File: config.mk
export PLATFORM = sky130hd
export DESIGN_NAME = pwr_throttle_ctrl
export DESIGN_NICKNAME = d
export VERILOG_FILES = /design/src/rtl/pt_pkg.sv /design/src/rtl/pt_sum.sv /design/src/rtl/pt_level.sv /design/src/rtl/pt_vdelay.sv /design/src/rtl/pwr_throttle_ctrl.sv
export SDC_FILE = /design/constraint.sdc
export NUM_CORES = 1
export LEC_CHECK = 0
export BUFFER_PORTS_ARGS = -buffer_cell sky130_fd_sc_hd__buf_2
export CORE_MARGIN = 2
export CORE_UTILIZATION = 60
export DETAILED_ROUTE_END_ITERATION = 7
export PLACE_DENSITY_LB_ADDON = 0.25
export SLEW_MARGIN = 25
export SYNTH_ARGS = -nofsm -noshare
export SYNTH_HDL_FRONTEND = slang
export SYNTH_SLANG_ARGS = --single-unit
File: constraint.sdc
create_clock -name clk -period 17.3 [get_ports clk]
set_input_delay 3.46 -clock clk [delete_from_list [all_inputs] [get_ports clk]]
set_output_delay 3.46 -clock clk [all_outputs]
set_load 0.01 [all_outputs]
File: src/rtl/pt_pkg.sv
package pt_pkg;

    typedef enum logic [1:0] {
        FRQ_NOMINAL = 2'b00,
        FRQ_STEP    = 2'b01,
        FRQ_MIN     = 2'b10
    } freq_lvl_e;

    localparam int unsigned NUM_LEVELS = 2;
    localparam int unsigned LVL_LOW    = 0;
    localparam int unsigned LVL_HIGH   = 1;

    // Integer percentage of a base value, truncated.
    function automatic int unsigned scale_pct(input int unsigned base, input int unsigned pct);
        return (base * pct) / 100;
    endfunction

endpackage

File: src/rtl/pt_sum.sv
module pt_sum #(
    parameter int RAIL_W = 10,
    localparam int TOT_W = RAIL_W + 2
) (
    input  logic              clk,
    input  logic              rst,
    input  logic              smp_vld,
    input  logic [RAIL_W-1:0] rail_a,
    input  logic [RAIL_W-1:0] rail_b,
    input  logic [RAIL_W-1:0] rail_c,
    output logic              total_vld,
    output logic [TOT_W-1:0]  total_q
);

    always_ff @(posedge clk) begin
        if (rst) begin
            total_vld <= 1'b0;
            total_q   <= '0;
        end else begin
            total_vld <= smp_vld;
            if (smp_vld)
                total_q <= TOT_W'(rail_a) + TOT_W'(rail_b) + TOT_W'(rail_c);
        end
    end

endmodule

File: src/rtl/pt_level.sv
module pt_level #(
    parameter int W    = 12,
    parameter int HOLD = 300,
    localparam int CW  = $clog2(HOLD + 1)
) (
    input  logic         clk,
    input  logic         rst,
    input  logic         vld,
    input  logic [W-1:0] total,
    input  logic [W-1:0] thr,
    input  logic [W-1:0] margin,
    input  logic         tick,
    output logic         act
);

    logic          above;
    logic [CW-1:0] cnt;
    logic          over, at_or_below, released;

    assign over        = total > thr;
    assign at_or_below = vld && !over;
    // Release test is done one bit wider so thr - margin never wraps.
    assign released    = ({1'b0, total} + {1'b0, margin}) <= {1'b0, thr};

    always_ff @(posedge clk) begin
        if (rst) begin
            above <= 1'b0;
            cnt   <= '0;
            act   <= 1'b0;
        end else begin
            if (vld) begin
                above <= over;
                if (!over)
                    cnt <= '0;
                if (act && released)
                    act <= 1'b0;
            end
            if (tick && above && !act && !at_or_below) begin
                if (cnt == CW'(HOLD - 1)) begin
                    act <= 1'b1;
                    cnt <= '0;
                end else begin
                    cnt <= cnt + 1'b1;
                end
            end
        end
    end

endmodule

File: src/rtl/pt_vdelay.sv
module pt_vdelay #(
    parameter int DLY = 350,
    localparam int CW = $clog2(DLY + 1)
) (
    input  logic clk,
    input  logic rst,
    input  logic severe,
    input  logic tick,
    output logic vdrop
);

    logic [CW-1:0] cnt;
    logic          done;

    always_ff @(posedge clk) begin
        if (rst || !severe) begin
            cnt  <= '0;
            done <= 1'b0;
        end else if (tick && !done) begin
            if (cnt == CW'(DLY - 1)) begin
                done <= 1'b1;
                cnt  <= '0;
            end else begin
                cnt <= cnt + 1'b1;
            end
        end
    end

    // Gated with severe so the request drops in the same cycle severe does.
    assign vdrop = done && severe;

endmodule

File: src/rtl/pwr_throttle_ctrl.sv
module pwr_throttle_ctrl
    import pt_pkg::*;
#(
    parameter int RAIL_W        = 10,
    parameter int LOW_PCT       = 105,
    parameter int HIGH_PCT      = 125,
    parameter int HOLD_LOW_MS   = 300,
    parameter int HOLD_HIGH_MS  = 50,
    parameter int VDROP_MS      = 350,
    parameter int TDP_SPLIT_W   = 250,
    parameter int MARGIN_LOW_S  = 15,
    parameter int MARGIN_LOW_L  = 20,
    parameter int MARGIN_HIGH   = 40,
    localparam int TOT_W        = RAIL_W + 2
) (
    input  logic              clk,
    input  logic              rst,
    input  logic              smp_vld,
    input  logic [RAIL_W-1:0] rail_a,
    input  logic [RAIL_W-1:0] rail_b,
    input  logic [RAIL_W-1:0] rail_c,
    input  logic [RAIL_W-1:0] tdp_w,
    input  logic              ms_tick,
    input  logic              pl1_wr,
    input  logic [TOT_W-1:0]  pl1_wdata,
    input  logic              pl0_wr,
    input  logic [TOT_W-1:0]  pl0_wdata,
    output logic              mild_req,
    output logic              severe_req,
    output logic [1:0]        freq_req,
    output logic              vdrop_req
);

    logic              total_vld;
    logic [TOT_W-1:0]  total_q;
    logic [RAIL_W-1:0] tdp_q;
    logic [TOT_W-1:0]  thr      [NUM_LEVELS];
    logic [TOT_W-1:0]  margin   [NUM_LEVELS];
    logic [TOT_W-1:0]  def_thr  [NUM_LEVELS];
    logic              lvl_act  [NUM_LEVELS];
    logic [TOT_W-1:0]  thr_high;
    freq_lvl_e         freq_lvl;

    pt_sum #(.RAIL_W(RAIL_W)) u_sum (
        .clk       (clk),
        .rst       (rst),
        .smp_vld   (smp_vld),
        .rail_a    (rail_a),
        .rail_b    (rail_b),
        .rail_c    (rail_c),
        .total_vld (total_vld),
        .total_q   (total_q)
    );

    assign def_thr[LVL_LOW]  = TOT_W'(scale_pct(32'(tdp_w), LOW_PCT));
    assign def_thr[LVL_HIGH] = TOT_W'(scale_pct(32'(tdp_w), HIGH_PCT));

    always_ff @(posedge clk) begin
        if (rst) begin
            tdp_q         <= tdp_w;
            thr[LVL_LOW]  <= def_thr[LVL_LOW];
            thr[LVL_HIGH] <= def_thr[LVL_HIGH];
        end else begin
            if (tdp_w != tdp_q) begin
                tdp_q         <= tdp_w;
                thr[LVL_LOW]  <= def_thr[LVL_LOW];
                thr[LVL_HIGH] <= def_thr[LVL_HIGH];
            end
            if (pl1_wr)
                thr[LVL_LOW] <= pl1_wdata;
            if (pl0_wr)
                thr[LVL_HIGH] <= pl0_wdata;
        end
    end

    assign margin[LVL_LOW]  = (int'(tdp_q) <= TDP_SPLIT_W) ? TOT_W'(MARGIN_LOW_S)
                                                           : TOT_W'(MARGIN_LOW_L);
    assign margin[LVL_HIGH] = TOT_W'(MARGIN_HIGH);
    assign thr_high         = thr[LVL_HIGH];

    for (genvar g = 0; g < NUM_LEVELS; g++) begin : g_lvl
        pt_level #(
            .W    (TOT_W),
            .HOLD ((g == LVL_LOW) ? HOLD_LOW_MS : HOLD_HIGH_MS)
        ) u_level (
            .clk    (clk),
            .rst    (rst),
            .vld    (total_vld),
            .total  (total_q),
            .thr    (thr[g]),
            .margin (margin[g]),
            .tick   (ms_tick),
            .act    (lvl_act[g])
        );
    end

    assign mild_req   = lvl_act[LVL_LOW];
    assign severe_req = lvl_act[LVL_HIGH];

    always_comb begin
        if (severe_req)    freq_lvl = FRQ_MIN;
        else if (mild_req) freq_lvl = FRQ_STEP;
        else               freq_lvl = FRQ_NOMINAL;
    end
    assign freq_req = freq_lvl;

    pt_vdelay #(.DLY(VDROP_MS)) u_vdelay (
        .clk    (clk),
        .rst    (rst),
        .severe (severe_req),
        .tick   (ms_tick),
        .vdrop  (vdrop_req)
    );

endmodule

* After elaboration in Yosys (flattened, before gate mapping)
Memory sizes are Yosys's and may differ from the RTL's.
Index checks and enable logic that the tools add are counted.
** Operators by class
- Multiplexer cells :: 37
- Reductions and logical operators :: 26
- Order comparisons :: 5
- Multiply operators :: 2
- Divide/modulo/power cells :: 2
- Bitwise operators :: 4
- Add/sub/neg operators :: 7
- Eq/ne operators :: 6
** Operators with widths (number)
- $div A17 B7 Y32 const B :: 2
- $mux W12 :: 4
- $mux W9 :: 5
- $mul A10 B7 Y17 const B :: 2
- $le A13 B12 Y1 :: 2
- $gt A12 B12 Y1 :: 2
- $mux W6 :: 4
- $mux W1 :: 20
- $mux W10 :: 2
- $add A9 B1 Y9 const B :: 2
- $eq A9 B9 Y1 const B :: 2
- $add A12 B5 Y13 :: 1
- $add A12 B6 Y13 const B :: 1
- $add A12 B10 Y12 :: 1
- $logic_and A1 B1 Y1 :: 12
- $add A10 B10 Y11 :: 1
- $le A10 B8 Y1 const B :: 1
- $ne A10 B10 Y1 :: 1
- $logic_not A1 Y1 :: 7
- $add A6 B1 Y6 const B :: 1
- $eq A6 B6 Y1 const B :: 1
- $reduce_and A2 Y1 :: 3
- $reduce_bool A2 Y1 :: 3
- $mux W5 :: 1
- 4 further kinds :: 8
** Storage, ports and cells
- Bits of input ports :: 70
- Bits in writable memories :: 24
- Memories kept :: 1
- Register bits :: 52
** Memories
- thr :: depth 2, bits a word 12, rd ports 2, clocked after Yosys merged registers in 0, write ports 2, RTL line pwr_throttle_ctrl.sv:37 : logic [TOT_W-1:0] thr [NUM_LEVELS];

* Logic depth before layout (Yosys ltp)
- Depth after elaboration :: 9
- Depth in mapped cells :: 51

* By module
A second synthesis with hierarchy kept.
** Unflattened totals
- Cells, all modules :: 2015
- Area total of the unflattened synthesis :: 15710.1 um2
** By module, submodules not included
- pwr_throttle_ctrl :: area an instance 10935.5 um2, cells an instance 1453, instances 1
- pt_level at g_lvl[0].u_level :: area an instance 1697.9 um2, cells an instance 203, instances 1
- pt_level at g_lvl[1].u_level :: area an instance 1506.4 um2, cells an instance 192, instances 1
- pt_sum :: area an instance 1076.0 um2, cells an instance 113, instances 1
- pt_vdelay :: area an instance 494.2 um2, cells an instance 54, instances 1

* Least setup slack after synthesis
No wires, ideal clock.
- Path kind :: input to register
- Start :: input tdp_w[2]
- End :: memory thr[0][0] (netlist bit) (data pin)
- Arrival :: 14.240 ns
- Setup slack :: 2.800 ns
- Path buffers :: 3
- Cell stages on the path :: 43
- Data required time :: 17.039 ns
- Cell sequence :: inv_1 ha_1 fa_1 ha_1 inv_1 fa_1 inv_1 ha_1 o21ai_0 a21oi_1 o21ai_1 mux2_2 o211a_1 buf_2 o41ai_2 o31ai_2 or4_4 a31o_1 [7 not listed] mux2_2 a21o_1 a22o_1 nor3_2 a211o_1 buf_2 a21oi_1 a21oi_2 o21ai_1 o21ai_4 mux2i_4 a31oi_4 or3_1 a21o_1 a211o_1 nand2_1 o2111ai_1 o32a_1
** RTL lines
- start, declared :: RTL line pwr_throttle_ctrl.sv:22 : input logic [RAIL_W-1:0] tdp_w,
- end, declared :: RTL line pwr_throttle_ctrl.sv:37

==> impl_metrics.env <==
export IMPL_status="complete, no violations"
export IMPL_postCtsSetupBuffers=0
export IMPL_h_tree_depth=3
export IMPL_max_freq_mhz=61.1
export IMPL_nFillCells=2222
export IMPL_num_vias=15376
export IMPL_grt_max_degree=38
export IMPL_clk_pin_slew_ns=0.06
export IMPL_diodes=0
export IMPL_fin_tns_setup_ns=0
export IMPL_critical_path_max_stage_delay_ns=0.70
export IMPL_design_area_sq_mm=0.0162
export IMPL_dpl_hpwl_um=33400
export IMPL_drive_gt1_share_pct=10.9
export IMPL_place_ws_ns=0.649
export IMPL_postRouteAntennaNets=0
export IMPL_yosys_area_top_type="ha_1"
export IMPL_area_growth_pct=5.71
export IMPL_maxCapViolations=0
export IMPL_endpoint_kind="flip-flop"
export IMPL_grt_usage_pct=30.7
export IMPL_place_area_sq_mm=0.0158
export IMPL_rsz0062_at_grt="no"
export IMPL_cts_resized=0
export IMPL_path_class="in2reg"
export IMPL_path_delay_family="compound AO/OA/AOI/OAI gates"
export IMPL_timing_critical_path_buf_inv=5
export IMPL_core_region_area_sq_mm=0.0251
export IMPL_netlist_top_cells_count="179 x nor2_1, 151 x ha_1, 136 x inv_1"
export IMPL_regArea_sq_mm=0.00186
export IMPL_finalHoldViolations=0
export IMPL_synth_seq_cells=76
export IMPL_synth_area_sq_mm=0.0153
export IMPL_worst_slew_pin_slew_ns=1.01
export IMPL_cts_sinks=76
export IMPL_maxSlewViolCount=0
export IMPL_postSynthAreaPerCell_sq_um=7.86
export IMPL_post_route_util_pct=64.4
export IMPL_yosys_warnings=0
export IMPL_synthesis_nets=2210
export IMPL_drt_wirelength_per_cell_um=18.1
export IMPL_gr_total_overflow=0
export IMPL_grt_pass1_wl_um=68200
export IMPL_worst_slack_ns=0.944
export IMPL_rows=58
export IMPL_die_y_um=164
export IMPL_remaining_drc_errors=0
export IMPL_synth_cell_type_count=125
export IMPL_synthTopCellsByArea="ha_1 12%, edfxtp_1 6.7%, fa_1 5.6%"
export IMPL_multi_input_area_sq_mm=0.0126
export IMPL_synth_main_ff_cell="dfxtp_1"
export IMPL_crit_required_ns=17.39
export IMPL_finalNetCount=2235
export IMPL_start_util_pct=60.9
export IMPL_worstPathArrival_ns=16.45
export IMPL_io_pin_count=75
export IMPL_hold_class="reg2reg"
export IMPL_io_buffers=74
export IMPL_vias_per_cell=6.67
export IMPL_yosysTopAreaCellShare_pct=12.4
export IMPL_drt_first_pass_iters=5
export IMPL_clockBufferDepth=2
export IMPL_numCtsBuffers=9
export IMPL_design_die_area_sq_mm=0.0268
export IMPL_fin_crit_ns=16.36
export IMPL_slowest_stage="nor3_2"
export IMPL_yosysMostFrequentCell="nor2_1"
export IMPL_drtIter0Drc=1356
export IMPL_grt_antenna_before_repair=0
export IMPL_yosysSeqAreaShare_pct=12.2
export IMPL_setup_viol=0
export IMPL_gp_congestion=1.01
export IMPL_cts_tree="built"
export IMPL_cts_root_buf="clkbuf_16"
export IMPL_path_max_fanout=16
export IMPL_grt_pass1_vias=14185
export IMPL_clkLatencyLatePin_ns=0.35
export IMPL_routed_wl_um=41700
export IMPL_setup_worst_path_start_class="input pin"
export IMPL_synth_edf_count=34
export IMPL_relSlewSlack_pct=32.1
export IMPL_netlist_instances=1946
export IMPL_die_width_um=164
export IMPL_timing_final_crit_share_pct=94.5
export IMPL_skew_ns=0.00940
export IMPL_cts_hold_buf=0
export IMPL_async_flop_share_pct=0
==> cell type report <==
| class | count | share of cell area, % |
|---|---|---|
| Clock buffer | 13 | 1.81 |
| Clock inverter | 3 | 0.139 |
| Inverter | 136 | 3.16 |
| Multi-Input combinational cell | 1663 | 78.0 |
| Sequential cell | 76 | 11.5 |
| Tap cell | 330 | 2.55 |
| Timing Repair Buffer | 85 | 2.80 |
==> per-stage QoR <==
stage / instances / hold WS (ns)
2_1_floorplan: 1946 / 0.432
3_3_place_gp: 2290 / 0.442
3_5_place_dp: 2290 / 0.457
4_1_cts: 2306 / 0.466
5_1_grt: 2306 / 0.478
6_report: 2306 / 0.466
==> worst reg2reg max path: stages (launching register included) <==
cell and delay [ns]:
edfxtp_1 0.41, a21oi_1 0.16, nor2_1 0.06, a211oi_1 0.82
ha_1 0.34, fa_1 0.24, o21a_1 0.15, o21a_1 0.14
o21ai_0 0.16, xnor2_1 0.19, ha_1 0.31, a21o_1 0.16
a21o_1 0.16, a21oi_1 0.13, o21ai_0 0.09, a21o_1 0.18
a21oi_1 0.13, nor2b_1 0.06, o32ai_1 0.14, o311ai_0 0.26
a22oi_1 0.21, nor2_1 0.05
==> path summary, 6_finish.rpt <==
kind,startpoint,to,slack [ns],cells past startpoint
hold / removal,u_vdelay.done,u_vdelay.done,0.47,2
setup / recovery,tdp_w[2],thr[0][0],0.94,42
hold reg to reg,u_vdelay.done,u_vdelay.done,0.47,2
setup reg to reg,tdp_q[1],g_lvl[0].u_level.act,12.63,21
==> layer usage <==
metal / up-vias / part of all wire, % / GRT usage, %
met1: 7276 / 44 / 41.1
met2: 617 / 46 / 51.0
met3: 94 / 7.3 / 4.60
met5: - / 0 / 0
li1: 7389 / - / -
met4: 0 / 2.7 / 9.57
==> sequential cells by signal, summed over array words and instances (netlist names) <==
register	count
thr	24
g_lvl.u_level.cnt	15
u_sum.total_q	12
tdp_q	10
u_vdelay.cnt	9
g_lvl.u_level.above	2
g_lvl.u_level.act	2
u_sum.total_vld	1
u_vdelay.done	1
==> layout by cell type, fill, tap and decap left out, types with 20 or more instances in the layout <==
cell	instances
nand3_1	69
dfxtp_1	42
edfxtp_1	34
nand2_1	105
xor2_1	40
nor2_1	179
xnor2_1	88
o21a_1	20
a31oi_1	28
nand2b_1	23
ha_1	151
o21ai_0	95
nor4_1	24
nor3_1	48
buf_2	74
a21oi_1	126
nor2b_1	25
mux2i_1	26
fa_1	43
a211oi_1	28
a21o_1	43
nand4_1	35
inv_1	136
and3_1	24
o211ai_1	25
and2_1	24
==> logic make-up after synthesis <==
group	Yosys count	synth area share, %
AOI/OAI and AO/OA	623	30.0
xor gates and xnor gates	133	7.90
buffers and inverters	207	5.42
adders and majority gates	197	18.2
muxes	46	3.42
DFF	76	12.2
and+or+nand+nor	664	23.0
Power is not shown: default switching activity piles up to over one toggle a cycle in this logic, so the estimate is an artifact.
